$ cat src/rtl/tos_pkg.sv
package tos_pkg;
  localparam int TOS_DEPTH_DEF  = 128;
  localparam int TOS_DATA_W_DEF = 8;
  localparam int TOS_SYNC_DEF   = 9;
endpackage

$ cat src/rtl/tos_preamble.sv
module tos_preamble #(
  parameter int SYNC_PULSES = 9,
  localparam int CW = $clog2(SYNC_PULSES + 1)
) (
  input  logic clk,
  input  logic rst,
  input  logic en,
  input  logic step,
  output logic synced
);
  logic [CW-1:0] cnt_q;

  assign synced = (cnt_q == CW'(SYNC_PULSES));

  always_ff @(posedge clk) begin
    if (rst || !en) begin
      cnt_q <= '0;
    end else if (step && !synced) begin
      cnt_q <= cnt_q + 1'b1;
    end
  end
endmodule

$ cat src/rtl/tos_framer.sv
module tos_framer #(
  parameter int DEPTH  = 128,
  parameter int DATA_W = 8,
  localparam int ADDR_W = $clog2(DEPTH),
  localparam int SLOT_W = $clog2(DATA_W + 1)
) (
  input  logic              clk,
  input  logic              rst,
  input  logic              en,
  input  logic              step,
  output logic [SLOT_W-1:0] slot,
  output logic [ADDR_W-1:0] addr
);
  localparam logic [SLOT_W-1:0] LAST_SLOT = SLOT_W'(DATA_W);
  localparam logic [ADDR_W-1:0] TOP_ADDR  = ADDR_W'(DEPTH - 1);

  always_ff @(posedge clk) begin
    if (rst || !en) begin
      slot <= '0;
    end else if (step) begin
      slot <= (slot == LAST_SLOT) ? '0 : slot + 1'b1;
    end
  end

  always_ff @(posedge clk) begin
    if (rst) begin
      addr <= '0;
    end else if (en && step && slot == LAST_SLOT) begin
      addr <= (addr == TOP_ADDR) ? '0 : addr + 1'b1;
    end
  end
endmodule

$ cat src/rtl/tos_shifter.sv
module tos_shifter #(
  parameter int DATA_W = 8,
  localparam int SLOT_W = $clog2(DATA_W + 1)
) (
  input  logic              clk,
  input  logic              rst,
  input  logic              en,
  input  logic              step,
  input  logic [SLOT_W-1:0] slot,
  input  logic [DATA_W-1:0] rd_data,
  output logic              sda_out,
  output logic              sda_oe
);
  logic [DATA_W-1:0] sh_q;

  always_ff @(posedge clk) begin
    if (rst || !en) begin
      sda_out <= 1'b1;
      sda_oe  <= 1'b0;
      sh_q    <= '0;
    end else if (step) begin
      if (slot == '0) begin
        sda_out <= rd_data[DATA_W-1];
        sh_q    <= rd_data << 1;
        sda_oe  <= 1'b1;
      end else if (slot < SLOT_W'(DATA_W)) begin
        sda_out <= sh_q[DATA_W-1];
        sh_q    <= sh_q << 1;
        sda_oe  <= 1'b1;
      end else begin
        sda_out <= 1'b1;
        sda_oe  <= 1'b0;
      end
    end
  end
endmodule

$ cat src/rtl/vclk_stream_tx.sv
module vclk_stream_tx #(
  parameter int DEPTH       = tos_pkg::TOS_DEPTH_DEF,
  parameter int DATA_W      = tos_pkg::TOS_DATA_W_DEF,
  parameter int SYNC_PULSES = tos_pkg::TOS_SYNC_DEF,
  localparam int ADDR_W = $clog2(DEPTH)
) (
  input  logic              clk,
  input  logic              rst,
  input  logic              en,
  input  logic              vclk_rise,
  output logic [ADDR_W-1:0] rd_addr,
  input  logic [DATA_W-1:0] rd_data,
  output logic              sda_out,
  output logic              sda_oe
);
  localparam int SLOT_W = $clog2(DATA_W + 1);

  logic              synced;
  logic              bit_step;
  logic [SLOT_W-1:0] slot;

  // strobes advance the frame only once the preamble is complete
  assign bit_step = vclk_rise && synced;

  tos_preamble #(.SYNC_PULSES(SYNC_PULSES)) u_pre (
    .clk(clk), .rst(rst), .en(en), .step(vclk_rise), .synced(synced)
  );

  tos_framer #(.DEPTH(DEPTH), .DATA_W(DATA_W)) u_frm (
    .clk(clk), .rst(rst), .en(en), .step(bit_step), .slot(slot), .addr(rd_addr)
  );

  tos_shifter #(.DATA_W(DATA_W)) u_shf (
    .clk(clk), .rst(rst), .en(en), .step(bit_step), .slot(slot),
    .rd_data(rd_data), .sda_out(sda_out), .sda_oe(sda_oe)
  );
endmodule

$ cat config.mk
export PLATFORM = sky130hd
export DESIGN_NAME = vclk_stream_tx
export DESIGN_NICKNAME = d
export VERILOG_FILES = /design/src/rtl/tos_pkg.sv /design/src/rtl/tos_preamble.sv /design/src/rtl/tos_framer.sv /design/src/rtl/tos_shifter.sv /design/src/rtl/vclk_stream_tx.sv
export SDC_FILE = /design/constraint.sdc
export NUM_CORES = 1
export LEC_CHECK = 0
export BUFFER_PORTS_ARGS = -buffer_cell sky130_fd_sc_hd__buf_2
export CAP_MARGIN = 20
export CORE_MARGIN = 2
export CORE_UTILIZATION = 54
export CTS_CLUSTER_SIZE = 24
export DETAILED_ROUTE_END_ITERATION = 12
export GPL_ROUTABILITY_DRIVEN = 0
export PLACE_DENSITY = 0.77
export SLEW_MARGIN = 20
export SYNTH_ARGS = -nofsm -noshare
export SYNTH_HDL_FRONTEND = slang
export SYNTH_SLANG_ARGS = --single-unit
$ cat constraint.sdc
create_clock -name clk -period 1.7 [get_ports clk]
set_input_delay 0.085 -clock clk [delete_from_list [all_inputs] [get_ports clk]]
set_output_delay 0.085 -clock clk [all_outputs]
set_load 0.03 [all_outputs]
## After elaboration in Yosys (flattened, before gate mapping)

Cells that the tools add are included.

- Register bits: 25
- Input bits: 12
- Output and inout port bits: 9
- Word-level logic and storage cells: 31

- Magnitude comparators: 1
- Reduce and logical (&&, ||, !) cells: 10
- Add/sub/neg operators: 3
- Equal/unequal tests: 3
- Multiplexer cells: 8

Operators by type and width:

| operator | count |
|---|---|
| two-way mux 8 bit | 2 |
| adder 4 x 1 -> 4 bit (second input constant) | 2 |
| equality test 4 bit (second input constant) | 2 |
| adder 7 x 1 -> 7 bit (second input constant) | 1 |
| equality test 7 bit (second input constant) | 1 |
| two-way mux 7 bit | 1 |
| logical AND 1 bit | 4 |
| logical NOT 4 bit | 1 |
| less-than comparator 4 bit (second input constant) | 1 |
| two-way mux 1 bit | 4 |
| two-way mux 4 bit | 1 |
| logical NOT 1 bit | 2 |
| AND reduction 2 bit | 1 |
| nonzero test 2 bit | 1 |
| logical OR 1 bit | 1 |

## Depth between registers and ports, before layout

- Word-level depth: 4
- Depth in mapped cells: 7

## Modules after synthesis

A second synthesis with hierarchy kept.

- Cell total of the unflattened synthesis: 137
- Area, all modules: 1,189.9 um2

By module, submodules not included:

| module | area an instance (um2) | sequential area each (um2) | cells an instance | instances |
|---|---|---|---|---|
| tos_framer | 539.3 | 220.2 | 61 | 1 |
| tos_shifter | 421.7 | 180.2 | 51 | 1 |
| tos_preamble | 222.7 | 80.1 | 24 | 1 |
| vclk_stream_tx | 6.3 | 0.0 | 1 | 1 |

## Least setup slack after synthesis

OpenSTA, ideal clock, no wires.

- Path type: register to register
- From: register u_frm.addr[0]
- To: register u_frm.addr[6]
- Data required time: 1.579 ns
- Library setup time: 0.121 ns
- Data arrival time: 1.475 ns
- Path buffers: 0
- Clock period less this slack: 1.596 ns
- Setup slack: 0.104 ns
- Stages on the path, launching flop included: 5
- Cell sequence: dfxtp_1 ha_1 inv_1 nor4_1 mux2_2

- Word-level cells in the longest chain between the ends: 2

RTL lines:

| what | RTL line | RTL |
|---|---|---|
| start, declared | tos_framer.sv:12 | `output logic [ADDR_W-1:0] addr` |
| start signal, assigned | tos_framer.sv:29 | `addr <= (addr == TOP_ADDR) ? '0 : addr + 1'b1;` |
| adder 7 x 1 -> 7 bit / equality test 7 bit (equally long branches) | tos_framer.sv:29 |  |
| two-way mux 7 bit (*) | tos_framer.sv:29 |  |

Mark *: on every way between the ends. The rest lies on a longest branch, timed or not.
A chain may end at the register's enable or synchronous reset.

## Final worst setup path

- From: register u_frm.slot[0]
- To: register u_shf.sh_q[5]

- Word-level cells in the longest chain between the ends: 3

RTL lines:

| what | RTL line | RTL |
|---|---|---|
| start, declared | tos_framer.sv:11 | `output logic [SLOT_W-1:0] slot,` |
| start signal, assigned | tos_framer.sv:21 | `slot <= (slot == LAST_SLOT) ? '0 : slot + 1'b1;` |
| less-than comparator 4 bit / logical NOT 4 bit (equally long branches) | tos_shifter.sv:26, tos_shifter.sv:22 |  |
| nonzero test 2 bit (no line) | -- |  |
| AND reduction 2 bit (no line) | -- |  |
| end signal, assigned | tos_shifter.sv:24 | `sh_q <= rd_data << 1;` |
| end signal, assigned | tos_shifter.sv:28 | `sh_q <= sh_q << 1;` |
| end, declared | tos_shifter.sv:14 | `logic [DATA_W-1:0] sh_q;` |

Parallel ways exist; a longest one is shown, timed or not.

==> results.sh <==
export IMPL_timing_hold_worst_start="rst"
export IMPL_max_cap_viol_count=0
export IMPL_wl_met1_mm=1.27
export IMPL_worst_setup_path_type="reg2reg"
export IMPL_syn_num_nets=158
export IMPL_ioPinCount=21
export IMPL_globalRouteTotalUtil_pct=21.2
export IMPL_max_vdd_ir_drop_uv=570
export IMPL_min_path_type="in2reg"
export IMPL_synth_edf_count=0
export IMPL_first_pass_iters=4
export IMPL_place_ws_ns=0.0559
export IMPL_cts_tree="done"
export IMPL_cts_htree_levels=1
export IMPL_synth_top_cell_by_area="dfxtp_1"
export IMPL_worstPathCellList="inv_1 -> ha_4 -> nor3b_4 -> mux2i_1 -> a211oi_1"
export IMPL_dieArea_sq_mm=0.00277
export IMPL_wl_met3_um=107
export IMPL_clk_pin_slew_ns=0.13
export IMPL_finClkSkew_ns=0.00117
export IMPL_wl_per_cell_um=14.4
export IMPL_crit_path_end_kind="flop"
export IMPL_layoutNonFillerInstCount=194
export IMPL_wl_mm=2.79
export IMPL_worstPathRequired_ns=1.93
export IMPL_drive_above_1_share_pct=25.9
export IMPL_top_layer_used="met4"
export IMPL_synth_area_per_cell_sq_um=9.05
export IMPL_nNetsFinal=184
export IMPL_insertion_delay_ns=0.30
export IMPL_rows=17
export IMPL_placed_cell_area_sq_mm=0.00141
export IMPL_tightest_slew_ns=0.409
export IMPL_synth_flop_cell="dfxtp_1"
export IMPL_power_total_uw=910
export IMPL_holdWs_ns=0.0956
export IMPL_synth_seq_cells=24
export IMPL_worstSetupStartpointType="flop"
export IMPL_slew_headroom_pct=72.0
export IMPL_crit_arrival_ns=1.79
export IMPL_dp_cells=187
export IMPL_final_hold_viol_count=0
export IMPL_dr_wl_met2_mm=1.36
export IMPL_fmax_ghz=0.640
export IMPL_timing_final_crit_share_pct=91.9
export IMPL_cts_buffers=3
export IMPL_worst_slack_ns=0.138
export IMPL_ant_nets=0
export IMPL_cellLeakagePower_nw=0.681
export IMPL_period_needed_ns=1.56
export IMPL_overflow=0
export IMPL_powerDensity_mw_per_mm2=605
export IMPL_die_y_um=52.6
export IMPL_core_area_sq_mm=0.00223
export IMPL_yosysUniqueCellTypes=38
export IMPL_vias=1159
export IMPL_finalSetupTns_ns=0
export IMPL_yosys_top_cells_count="24 x dfxtp_1, 14 x a21oi_1, 9 x a211oi_1, 9 x inv_1, 8 x o21ai_0"
export IMPL_fin_util_pct=67.3
export IMPL_cts_buffer_depth=2
export IMPL_slowest_delay_ns=0.41
export IMPL_netlist_area_sq_mm=0.00128
export IMPL_yosys_warnings=0
export IMPL_ys_top_cells_by_area="dfxtp_1 38%, a21oi_1 5.5%, a211oi_1 5.3%"
export IMPL_dp_hpwl_mm=1.95
export IMPL_status="finished clean"
export IMPL_synth_most_common_cell="dfxtp_1"
export IMPL_slew_viol_final=0
export IMPL_antenna_found_initial=0
export IMPL_die_width_um=52.6
export IMPL_worst_path_max_delay_cell="nor3b_4"
export IMPL_grt_max_degree=15
export IMPL_finalSetupViolCount=0
export IMPL_cp_top_family="simple AND/OR/NAND/NOR gates"
export IMPL_r2r_start="u_frm.slot[0]$_SDFFE_PP0P_"
export IMPL_cts_sinks=24
export IMPL_crit_start="u_frm.slot[0]$_SDFFE_PP0P_"
export IMPL_first_global_vias=1027
export IMPL_start_util_pct=57.1
export IMPL_async_reset_ff_share_pct=0
export IMPL_drt_iter0_drc=39
export IMPL_numPortBuffers=20
export IMPL_synth_cells=141
export IMPL_final_area_sq_mm=0.00150
export IMPL_antenna_cells=0
export IMPL_yosysSeqAreaShare_pct=37.6
export IMPL_path_max_fanout=6
export IMPL_grt_pass1_wl_mm=4.39
export IMPL_area_delta_synth_final_pct=17.8
export IMPL_cts_root_buffer="clkbuf_4"
export IMPL_via_per_inst=5.97
export IMPL_remaining_drc_errors=0
export IMPL_rsz0062_at_grt="false"
export IMPL_path_buf_inv=1
export IMPL_synth_top_cell_area_share_pct=37.6
metal layers:
| metal | vias up | track usage (%) |
|---|---|---|
| li1 | 576 | - |
| met1 | 550 | 26.3 |
| met2 | 27 | 35.6 |
| met3 | 6 | 3.14 |
| met4 | 0 | 10.3 |
| met5 | - | 0 |
placed cells by master, fill, tap and decap left out, types with 4 or more instances in the layout:
cell      count
a21oi_1      14
mux2i_1       6
buf_2        20
buf_4         7
a211oi_1      9
nor2b_1       4
nand3_1       5
inv_1         9
dfxtp_1      23
nand2_1       7
nor2_1        6
o21ai_0       8
o211ai_1      5
report_power, final:
part | switching, mW | internal [mW] | total (mW)
logic | 0.0284 | 0.0211 | 0.0495
clock network | 0.163 | 0.131 | 0.294
registers | 0.00216 | 0.565 | 0.567
total | 0.194 | 0.716 | 0.910
layout make-up:
type | count | area, sq um
Multi-Input combinational cell | 101 | 761
Tap cell | 28 | 35.0
Fill cell | 184 | 729
Sequential cell | 24 | 482
Timing Repair Buffer | 27 | 153
Clock buffer | 4 | 36.3
Inverter | 10 | 37.5
state kept, by name, summed over array words and instances (netlist names):
name,cells
u_pre.cnt_q,4
u_shf.sda_out,1
u_shf.sh_q,7
u_frm.addr,7
u_frm.slot,4
u_shf.sda_oe,1
worst reg2reg max path, delay by kind of cell, from the launching register on:
family / cells / cell delay, ns
AO/OA/AOI/OAI: 1 / 0.25
adder cells (fa/ha/maj): 1 / 0.18
buffers and inverters: 1 / 0.12
flip-flops: 1 / 0.36
multiplexers: 1 / 0.15
AND/OR/NAND/NOR: 1 / 0.41
path summary, 6_finish.rpt:
kind | to | cells past startpoint | slack (ns)
max | u_shf.sh_q[5]$_SDFFE_PP0P_ | 5 | 0.14
min | u_frm.addr[2]$_SDFFE_PP0P_ | 2 | 0.1
max reg2reg | u_shf.sh_q[5]$_SDFFE_PP0P_ | 5 | 0.14
min reg2reg | u_shf.sh_q[1]$_SDFFE_PP0P_ | 2 | 0.49
logic make-up after synthesis:
kind of cell / share of synthesized area [%]
simple gates: 22.4
compound gates: 20.9
flops: 37.6
buf+inv: 6.27
mux: 6.47
fa+ha+maj: 4.90
xor+xnor: 1.37
repair_timing:
action,4_1_cts,5_1_grt
gates resized for setup,0,6
setup endpoints to repair,0,11
setup buffers,0,2
hold buffers,0,0
(Power assumes the default switching activity.)
